--- config.mk ---
export PLATFORM = sky130hd
export DESIGN_NAME = tag_match_rs
export DESIGN_NICKNAME = d
export VERILOG_FILES = /design/src/rtl/rs_pkg.sv /design/src/rtl/rs_ctrl.sv /design/src/rtl/rs_datapath.sv /design/src/rtl/tag_match_rs.sv
export SDC_FILE = /design/constraint.sdc
export NUM_CORES = 1
export LEC_CHECK = 0
export BUFFER_PORTS_ARGS = -buffer_cell sky130_fd_sc_hd__buf_2
export CAP_MARGIN = 10
export CORE_ASPECT_RATIO = 0.8
export CORE_MARGIN = 2
export CORE_UTILIZATION = 54
export CTS_CLUSTER_DIAMETER = 60
export DETAILED_ROUTE_END_ITERATION = 10
export PLACE_DENSITY = 0.78
export SLEW_MARGIN = 20
export SYNTH_ARGS = -nofsm -noshare
export SYNTH_HDL_FRONTEND = slang
export SYNTH_SLANG_ARGS = --single-unit
export TNS_END_PERCENT = 20
--- constraint.sdc ---
create_clock -name clk -period 2 [get_ports clk]
set_input_delay 0.2 -clock clk [delete_from_list [all_inputs] [get_ports clk]]
set_output_delay 0.2 -clock clk [all_outputs]
set_load 0.02 [all_outputs]
--- src/rtl/rs_pkg.sv ---
package rs_pkg;
  parameter int RS_DEPTH  = 4;
  parameter int RS_OP_W   = 4;
  parameter int RS_DATA_W = 16;
  parameter int RS_TAG_W  = 4;

  typedef logic [RS_DEPTH-1:0] slotVec_t;

  // strobes from control to datapath
  typedef struct packed {
    slotVec_t allocOh;
    slotVec_t dispOh;
    logic     flushAll;
  } rsStrobe_t;

  function automatic slotVec_t lowestSet(slotVec_t v);
    return v & (~v + 1'b1);
  endfunction
endpackage

--- src/rtl/rs_ctrl.sv ---
module rs_ctrl
  import rs_pkg::*;
(
  input  logic       clk,
  input  logic       rstN,
  input  logic       issueValid,
  input  logic       flush,
  input  slotVec_t   freeVec,
  input  slotVec_t   readyVec,
  output rsStrobe_t  strobe,
  output logic       issueFull,
  output logic       dispValid
);
  always_comb begin
    issueFull       = ~|freeVec;
    strobe.flushAll = flush;
    strobe.allocOh  = (issueValid && !flush) ? lowestSet(freeVec) : '0;
    strobe.dispOh   = flush ? '0 : lowestSet(readyVec);
    dispValid       = |strobe.dispOh;
  end

  assert_single_dispatch_R7: assert property (@(posedge clk) disable iff (!rstN)
    $onehot0(strobe.dispOh));
  assert_single_alloc_R2: assert property (@(posedge clk) disable iff (!rstN)
    $onehot0(strobe.allocOh));
endmodule

--- src/rtl/rs_datapath.sv ---
module rs_datapath
  import rs_pkg::*;
(
  input  logic                 clk,
  input  logic                 rstN,
  input  rsStrobe_t            strobe,
  input  logic [RS_OP_W-1:0]   issueOp,
  input  logic [RS_TAG_W-1:0]  issueTagJ,
  input  logic [RS_DATA_W-1:0] issueValJ,
  input  logic [RS_TAG_W-1:0]  issueTagK,
  input  logic [RS_DATA_W-1:0] issueValK,
  input  logic [RS_TAG_W-1:0]  issueDest,
  input  logic                 cdbValid,
  input  logic [RS_TAG_W-1:0]  cdbTag,
  input  logic [RS_DATA_W-1:0] cdbValue,
  output slotVec_t             freeVec,
  output slotVec_t             readyVec,
  output logic [RS_OP_W-1:0]   dispOp,
  output logic [RS_DATA_W-1:0] dispValJ,
  output logic [RS_DATA_W-1:0] dispValK,
  output logic [RS_TAG_W-1:0]  dispDest
);
  slotVec_t             busy;
  slotVec_t             launched;
  logic [RS_OP_W-1:0]   opQ   [RS_DEPTH];
  logic [RS_TAG_W-1:0]  tagJ  [RS_DEPTH];
  logic [RS_TAG_W-1:0]  tagK  [RS_DEPTH];
  logic [RS_DATA_W-1:0] valJ  [RS_DEPTH];
  logic [RS_DATA_W-1:0] valK  [RS_DEPTH];
  logic [RS_TAG_W-1:0]  destQ [RS_DEPTH];

  logic hitJIn, hitKIn;
  assign hitJIn = cdbValid && (issueTagJ != '0) && (cdbTag == issueTagJ);
  assign hitKIn = cdbValid && (issueTagK != '0) && (cdbTag == issueTagK);

  always_ff @(posedge clk or negedge rstN) begin
    if (!rstN) begin
      busy     <= '0;
      launched <= '0;
      for (int i = 0; i < RS_DEPTH; i++) begin
        opQ[i]   <= '0;
        tagJ[i]  <= '0;
        tagK[i]  <= '0;
        valJ[i]  <= '0;
        valK[i]  <= '0;
        destQ[i] <= '0;
      end
    end else if (strobe.flushAll) begin
      busy     <= '0;
      launched <= '0;
    end else begin
      for (int i = 0; i < RS_DEPTH; i++) begin
        if (strobe.allocOh[i]) begin
          busy[i]     <= 1'b1;
          launched[i] <= 1'b0;
          opQ[i]      <= issueOp;
          destQ[i]    <= issueDest;
          tagJ[i]     <= hitJIn ? '0 : issueTagJ;
          valJ[i]     <= hitJIn ? cdbValue : issueValJ;
          tagK[i]     <= hitKIn ? '0 : issueTagK;
          valK[i]     <= hitKIn ? cdbValue : issueValK;
        end else if (busy[i]) begin
          if (launched[i] && cdbValid && (cdbTag == destQ[i])) begin
            busy[i]     <= 1'b0;
            launched[i] <= 1'b0;
          end else begin
            if (strobe.dispOh[i]) launched[i] <= 1'b1;
            if (!launched[i] && cdbValid && (tagJ[i] != '0) && (cdbTag == tagJ[i])) begin
              tagJ[i] <= '0;
              valJ[i] <= cdbValue;
            end
            if (!launched[i] && cdbValid && (tagK[i] != '0) && (cdbTag == tagK[i])) begin
              tagK[i] <= '0;
              valK[i] <= cdbValue;
            end
          end
        end
      end
    end
  end

  always_comb begin
    dispOp   = '0;
    dispValJ = '0;
    dispValK = '0;
    dispDest = '0;
    for (int i = 0; i < RS_DEPTH; i++) begin
      freeVec[i]  = !busy[i];
      readyVec[i] = busy[i] && !launched[i] && (tagJ[i] == '0) && (tagK[i] == '0);
      if (strobe.dispOh[i]) begin
        dispOp   = dispOp   | opQ[i];
        dispValJ = dispValJ | valJ[i];
        dispValK = dispValK | valK[i];
        dispDest = dispDest | destQ[i];
      end
    end
  end

  assert_flush_clears_R9: assert property (@(posedge clk) disable iff (!rstN)
    strobe.flushAll |=> (busy == '0));
  assert_nonzero_dest_R3: assert property (@(posedge clk) disable iff (!rstN)
    (strobe.allocOh != '0) |-> (issueDest != '0));

  for (genvar g = 0; g < RS_DEPTH; g++) begin : gChk
    assert_alloc_free_R2: assert property (@(posedge clk) disable iff (!rstN)
      strobe.allocOh[g] |-> !busy[g]);
    assert_dispatch_ready_R6: assert property (@(posedge clk) disable iff (!rstN)
      strobe.dispOh[g] |-> (busy[g] && !launched[g] && tagJ[g] == '0 && tagK[g] == '0));
    assert_capture_R4: assert property (@(posedge clk) disable iff (!rstN)
      (busy[g] && !launched[g] && !strobe.flushAll && cdbValid && tagJ[g] != '0 && cdbTag == tagJ[g])
      |=> (tagJ[g] == '0 && valJ[g] == $past(cdbValue)));
    assert_issue_capture_R5: assert property (@(posedge clk) disable iff (!rstN)
      (strobe.allocOh[g] && hitKIn) |=> (tagK[g] == '0));
    assert_release_R8: assert property (@(posedge clk) disable iff (!rstN)
      (launched[g] && cdbValid && cdbTag == destQ[g]) |=> !busy[g]);
  end
endmodule

--- src/rtl/tag_match_rs.sv ---
module tag_match_rs
  import rs_pkg::*;
(
  input  logic                 clk,
  input  logic                 rstN,
  input  logic                 issueValid,
  input  logic [RS_OP_W-1:0]   issueOp,
  input  logic [RS_TAG_W-1:0]  issueTagJ,
  input  logic [RS_DATA_W-1:0] issueValJ,
  input  logic [RS_TAG_W-1:0]  issueTagK,
  input  logic [RS_DATA_W-1:0] issueValK,
  input  logic [RS_TAG_W-1:0]  issueDest,
  output logic                 issueFull,
  input  logic                 cdbValid,
  input  logic [RS_TAG_W-1:0]  cdbTag,
  input  logic [RS_DATA_W-1:0] cdbValue,
  input  logic                 flush,
  output logic                 dispValid,
  output logic [RS_OP_W-1:0]   dispOp,
  output logic [RS_DATA_W-1:0] dispValJ,
  output logic [RS_DATA_W-1:0] dispValK,
  output logic [RS_TAG_W-1:0]  dispDest
);
  rsStrobe_t strobe;
  slotVec_t  freeVec;
  slotVec_t  readyVec;

  rs_ctrl uCtrl (
    .clk(clk), .rstN(rstN), .issueValid(issueValid), .flush(flush),
    .freeVec(freeVec), .readyVec(readyVec), .strobe(strobe),
    .issueFull(issueFull), .dispValid(dispValid)
  );

  rs_datapath uData (
    .clk(clk), .rstN(rstN), .strobe(strobe),
    .issueOp(issueOp), .issueTagJ(issueTagJ), .issueValJ(issueValJ),
    .issueTagK(issueTagK), .issueValK(issueValK), .issueDest(issueDest),
    .cdbValid(cdbValid), .cdbTag(cdbTag), .cdbValue(cdbValue),
    .freeVec(freeVec), .readyVec(readyVec),
    .dispOp(dispOp), .dispValJ(dispValJ), .dispValK(dispValK), .dispDest(dispDest)
  );
endmodule

==> results by group <==
Setup path
  • Reg2Reg Depth: 7
  • Worst R2R End: uData.valK[49]$_DFFE_PN0P_
  • Crit path DAT: 2.51 ns
  • CP Data Required Time: 1.80 ns
  • Worst setup EP type: output port
  • Startpoint types: flip-flop
  • Critical path class: reg -> out
  • R2r setup slk: -0.39 ns
  • Critical path fanouts, max: 24
  • Crit Reg-Reg Startpoint: uData.tagK[12]$_DFFE_PN0P_

Finish
  • Fin cells: 1,486
  • Final Net Count: 1,288
  • Antenna Cells: 0
  • Final instance area: 0.0136 mm2
  • Share of cells above drive strength 1: 39.3%
  • Area grow syn2layout: 28.2%

Clock tree
  • H-Tree Depth: 4
  • TritonCTS clock tree: built
  • CTS Buf Count: 17
  • Clock sinks: 200
  • Clock Latency Late Sink: 0.45 ns
  • Reg clk slew, reported paths: 0.08 ns
  • CTS root buffer: clkbuf_16
  • Maximum clock insertion buffer count: 2

Pwr
  • Leakage power: 0.00647 uW
  • P per Cell Area: between 700 and 800 mW/mm2
  • Worst VDD drop: just under 0.5 mV
  • Pwr Total: ~10,000 uW

Synthesis
  • Async SR Flop Fraction: 100%
  • Top cell type's share of synthesized area: 47.2%
  • Largest area contributor in the netlist: dfrtp_1
  • Number of synthesized flops with an enable pin: 0
  • Synth Flop Type: dfrtp_1
  • Synth unique cells: 57
  • Synthesized area: 0.0106 mm2
  • Warnings, synthesis: 0
  • Area contributors post-synth: dfrtp_1, mux2_2, nand2_1
  • Mean post-synth cell area: 10.5 um2
  • Post-Syn Nets: 1,083
  • Post-synthesis register bit count: 200
  • Sequential area share after synthesis: 47.2%
  • Syn Inst Count: 1,010

Detailed routing
  • Final wirelength: 32,200 um
  • Vias: 9,237
  • Drt initial violations: 1,280
  • Detailed Routing Iterations Pass 1: 7
  • Remaining antenna violation count after routing: 0
  • DRC Markers: 0
  • Via density: 6.22
  • Wirelength per Cell: 21.6 um

Worst hold path
  • Hold_sp: issueValJ[1]
  • Hold crit path type: in -> reg
  • Hold EP: uData.valJ[33]$_DFFE_PN0P_
  • Hold Crit Depth: 3

GRT
  • Number of global-route vias before repair: 9,311
  • Grt total ovfl: 0
  • Initial antenna violation count: 1
  • GRT Util Overall: 31.5%
  • First-pass GRT wire length: between 50,000 and 60,000 um
  • Largest net degree at the start of global routing: 60

STA
  • Skew final: 0.0147 ns
  • Final min period: 2.71 ns
  • Setup TNS: -34.83 ns
  • Max frequency: 0.369 GHz
  • Period utilization: 135%
  • Final Hold Viols: 0
  • Slew Limit Headroom: between 50 and 60%
  • Setup ws final: -0.707 ns
  • Tightest Pin Transition: approximately 0.72 ns
  • Unrepaired setup endpoints after global routing: yes
  • Max-slew violation count: 0
  • Final setup violation count: 96
  • Final Hold Slack: between 0.06 and 0.07 ns

Floorplanning
  • Die W: ~160 um
  • Die Ht: ~130 um
  • Core Area: 0.0191 mm2
  • Top Ports: ~120
  • Area of the die: 0.0208 mm2
  • Rows: 45
  • Starting density of the core: 55.4%

Place
  • DPL Wire Length: approximately 21,000 um
  • Placement-stage cell area: 0.0125 mm2
  • Port Buffers: 114
  • GP Congestion: 0.898
  • Placed insts: 1,443

Run status
  • Status: finished, violations left
  • Failing checks: negative setup slack

Job
  • Max-cap violation count: 0
-- power breakdown --
group | switching, uW | internal [uW]
logic | 951 | 971
registers | 419 | 4630
clock network | 1670 | 1860
-- layout by cell type, fill, tap and decap left out, types with 5 or more instances in the layout --
cell type        n
nor3_1           9
nor2_1          30
dfrtp_1        200
dlygate4sd3_1    9
nor4_1           6
a221oi_2         8
o2bb2ai_1       12
nand4_1          7
buf_6           31
o21a_1          18
buf_12          22
nand3_1          5
xor2_1          23
clkbuf_16       17
inv_1           61
xnor2_1         25
buf_4          103
nor3_2           5
o21ai_0         10
o22ai_1         29
clkinv_4         5
mux2_2         156
a221oi_1         7
o32a_1          16
a222oi_1        41
nand2_1        181
a21oi_1         20
o21ai_1          5
buf_2           87
-- worst max-delay path, cell delays in order (launching register included) --
cell      delay [ns]
dfrtp_1         0.42
nor4_4          0.35
and4_4          0.35
nor3b_4         0.08
buf_12          0.18
a222oi_1        0.40
nand2_1         0.13
buf_6           0.15
-- cell type report --
cell class	count	area, um2
clock inverters	12	130
fillers	1322	5540
well taps	258	323
inverters	61	229
repair buffers	253	2100
flip-flops and latches	200	5000
clock buffers	20	467
multi-input cells	682	5350
-- state kept, by name (all words and copies together) (netlist names) --
| signal | flops |
|---|---|
| uData.tagJ | 16 |
| uData.valK | 64 |
| uData.tagK | 16 |
| uData.destQ | 16 |
| uData.busy | 4 |
| uData.valJ | 64 |
| uData.opQ | 16 |
| uData.launched | 4 |
-- cell families (layout without fill, tap and decap cells) --
kind of cell	after synthesis	count (layout)	synth area share (%)
AO/OA/AOI/OAI	193	193	14.7
flip-flops	200	200	47.2
XOR/XNOR	48	48	3.96
AND/OR/NAND/NOR	281	281	11.9
multiplexers	160	160	17.0
buffers and inverters	128	346	5.26
-- layer usage --
metal  GRT usage [%]  share of wire (%)
met1            43.5                 41
met2            49.3                 46
met3            7.52                 11
met4            11.4                2.3
met5               0                  0
-- synthesized netlist by cell type (3+ instances only) --
master and number:
nand2_1 181, a22o_1 4, a221oi_1 16, o21ai_2 4, nand3b_1 4, dfrtp_1 200, mux2_2 159, nor4_1 11
inv_1 61, o21a_1 18, o21ai_1 3, o22ai_1 29, nor2_1 31, or3_1 4, o2bb2ai_1 12, and4_1 4
a222oi_1 41, buf_6 3, clkbuf_1 34, buf_4 7, a21oi_1 22, o21ai_0 13, nor3_1 13, nand4_1 7
xor2_1 23, and2_1 4, o32a_1 16, nand3_1 5, xnor2_1 25, buf_2 23
-- worst max-delay path by stage --
stage,start,endpoint,slack [ns],cells past startpoint
after floorplan,uData.launched[3]$_DFFE_PN0P_,dispDest[0],-0.03,6
after global placement,uData.tagK[12]$_DFFE_PN0P_,dispValK[9],-0.43,7
after detailed placement,uData.tagK[12]$_DFFE_PN0P_,dispValK[9],-0.47,7
after CTS,uData.tagK[12]$_DFFE_PN0P_,dispValK[3],-0.65,7
after global routing,uData.tagK[5]$_DFFE_PN0P_,dispValK[9],-0.77,7
final,uData.tagK[12]$_DFFE_PN0P_,dispValJ[4],-0.71,7
-- through the flow --
| stage | utilization [%] | setup slack, ns |
|---|---|---|
| finish | 71.1 | -0.707 |
| global route | 71.1 | -0.774 |
| CTS | 70.4 | -0.650 |
| detailed placement | 65.4 | -0.466 |
| global placement | 65.4 | -0.433 |
| floorplan | - | -0.0264 |
-- what timing repair did --
item	CTS	global route
setup buffers	1	1
pin swaps	8	19
resized for setup	74	24
hold buffers	9	0
setup endpoints to repair	138	157
hold endpoints to repair	77	0
(Power assumes the default switching activity.)
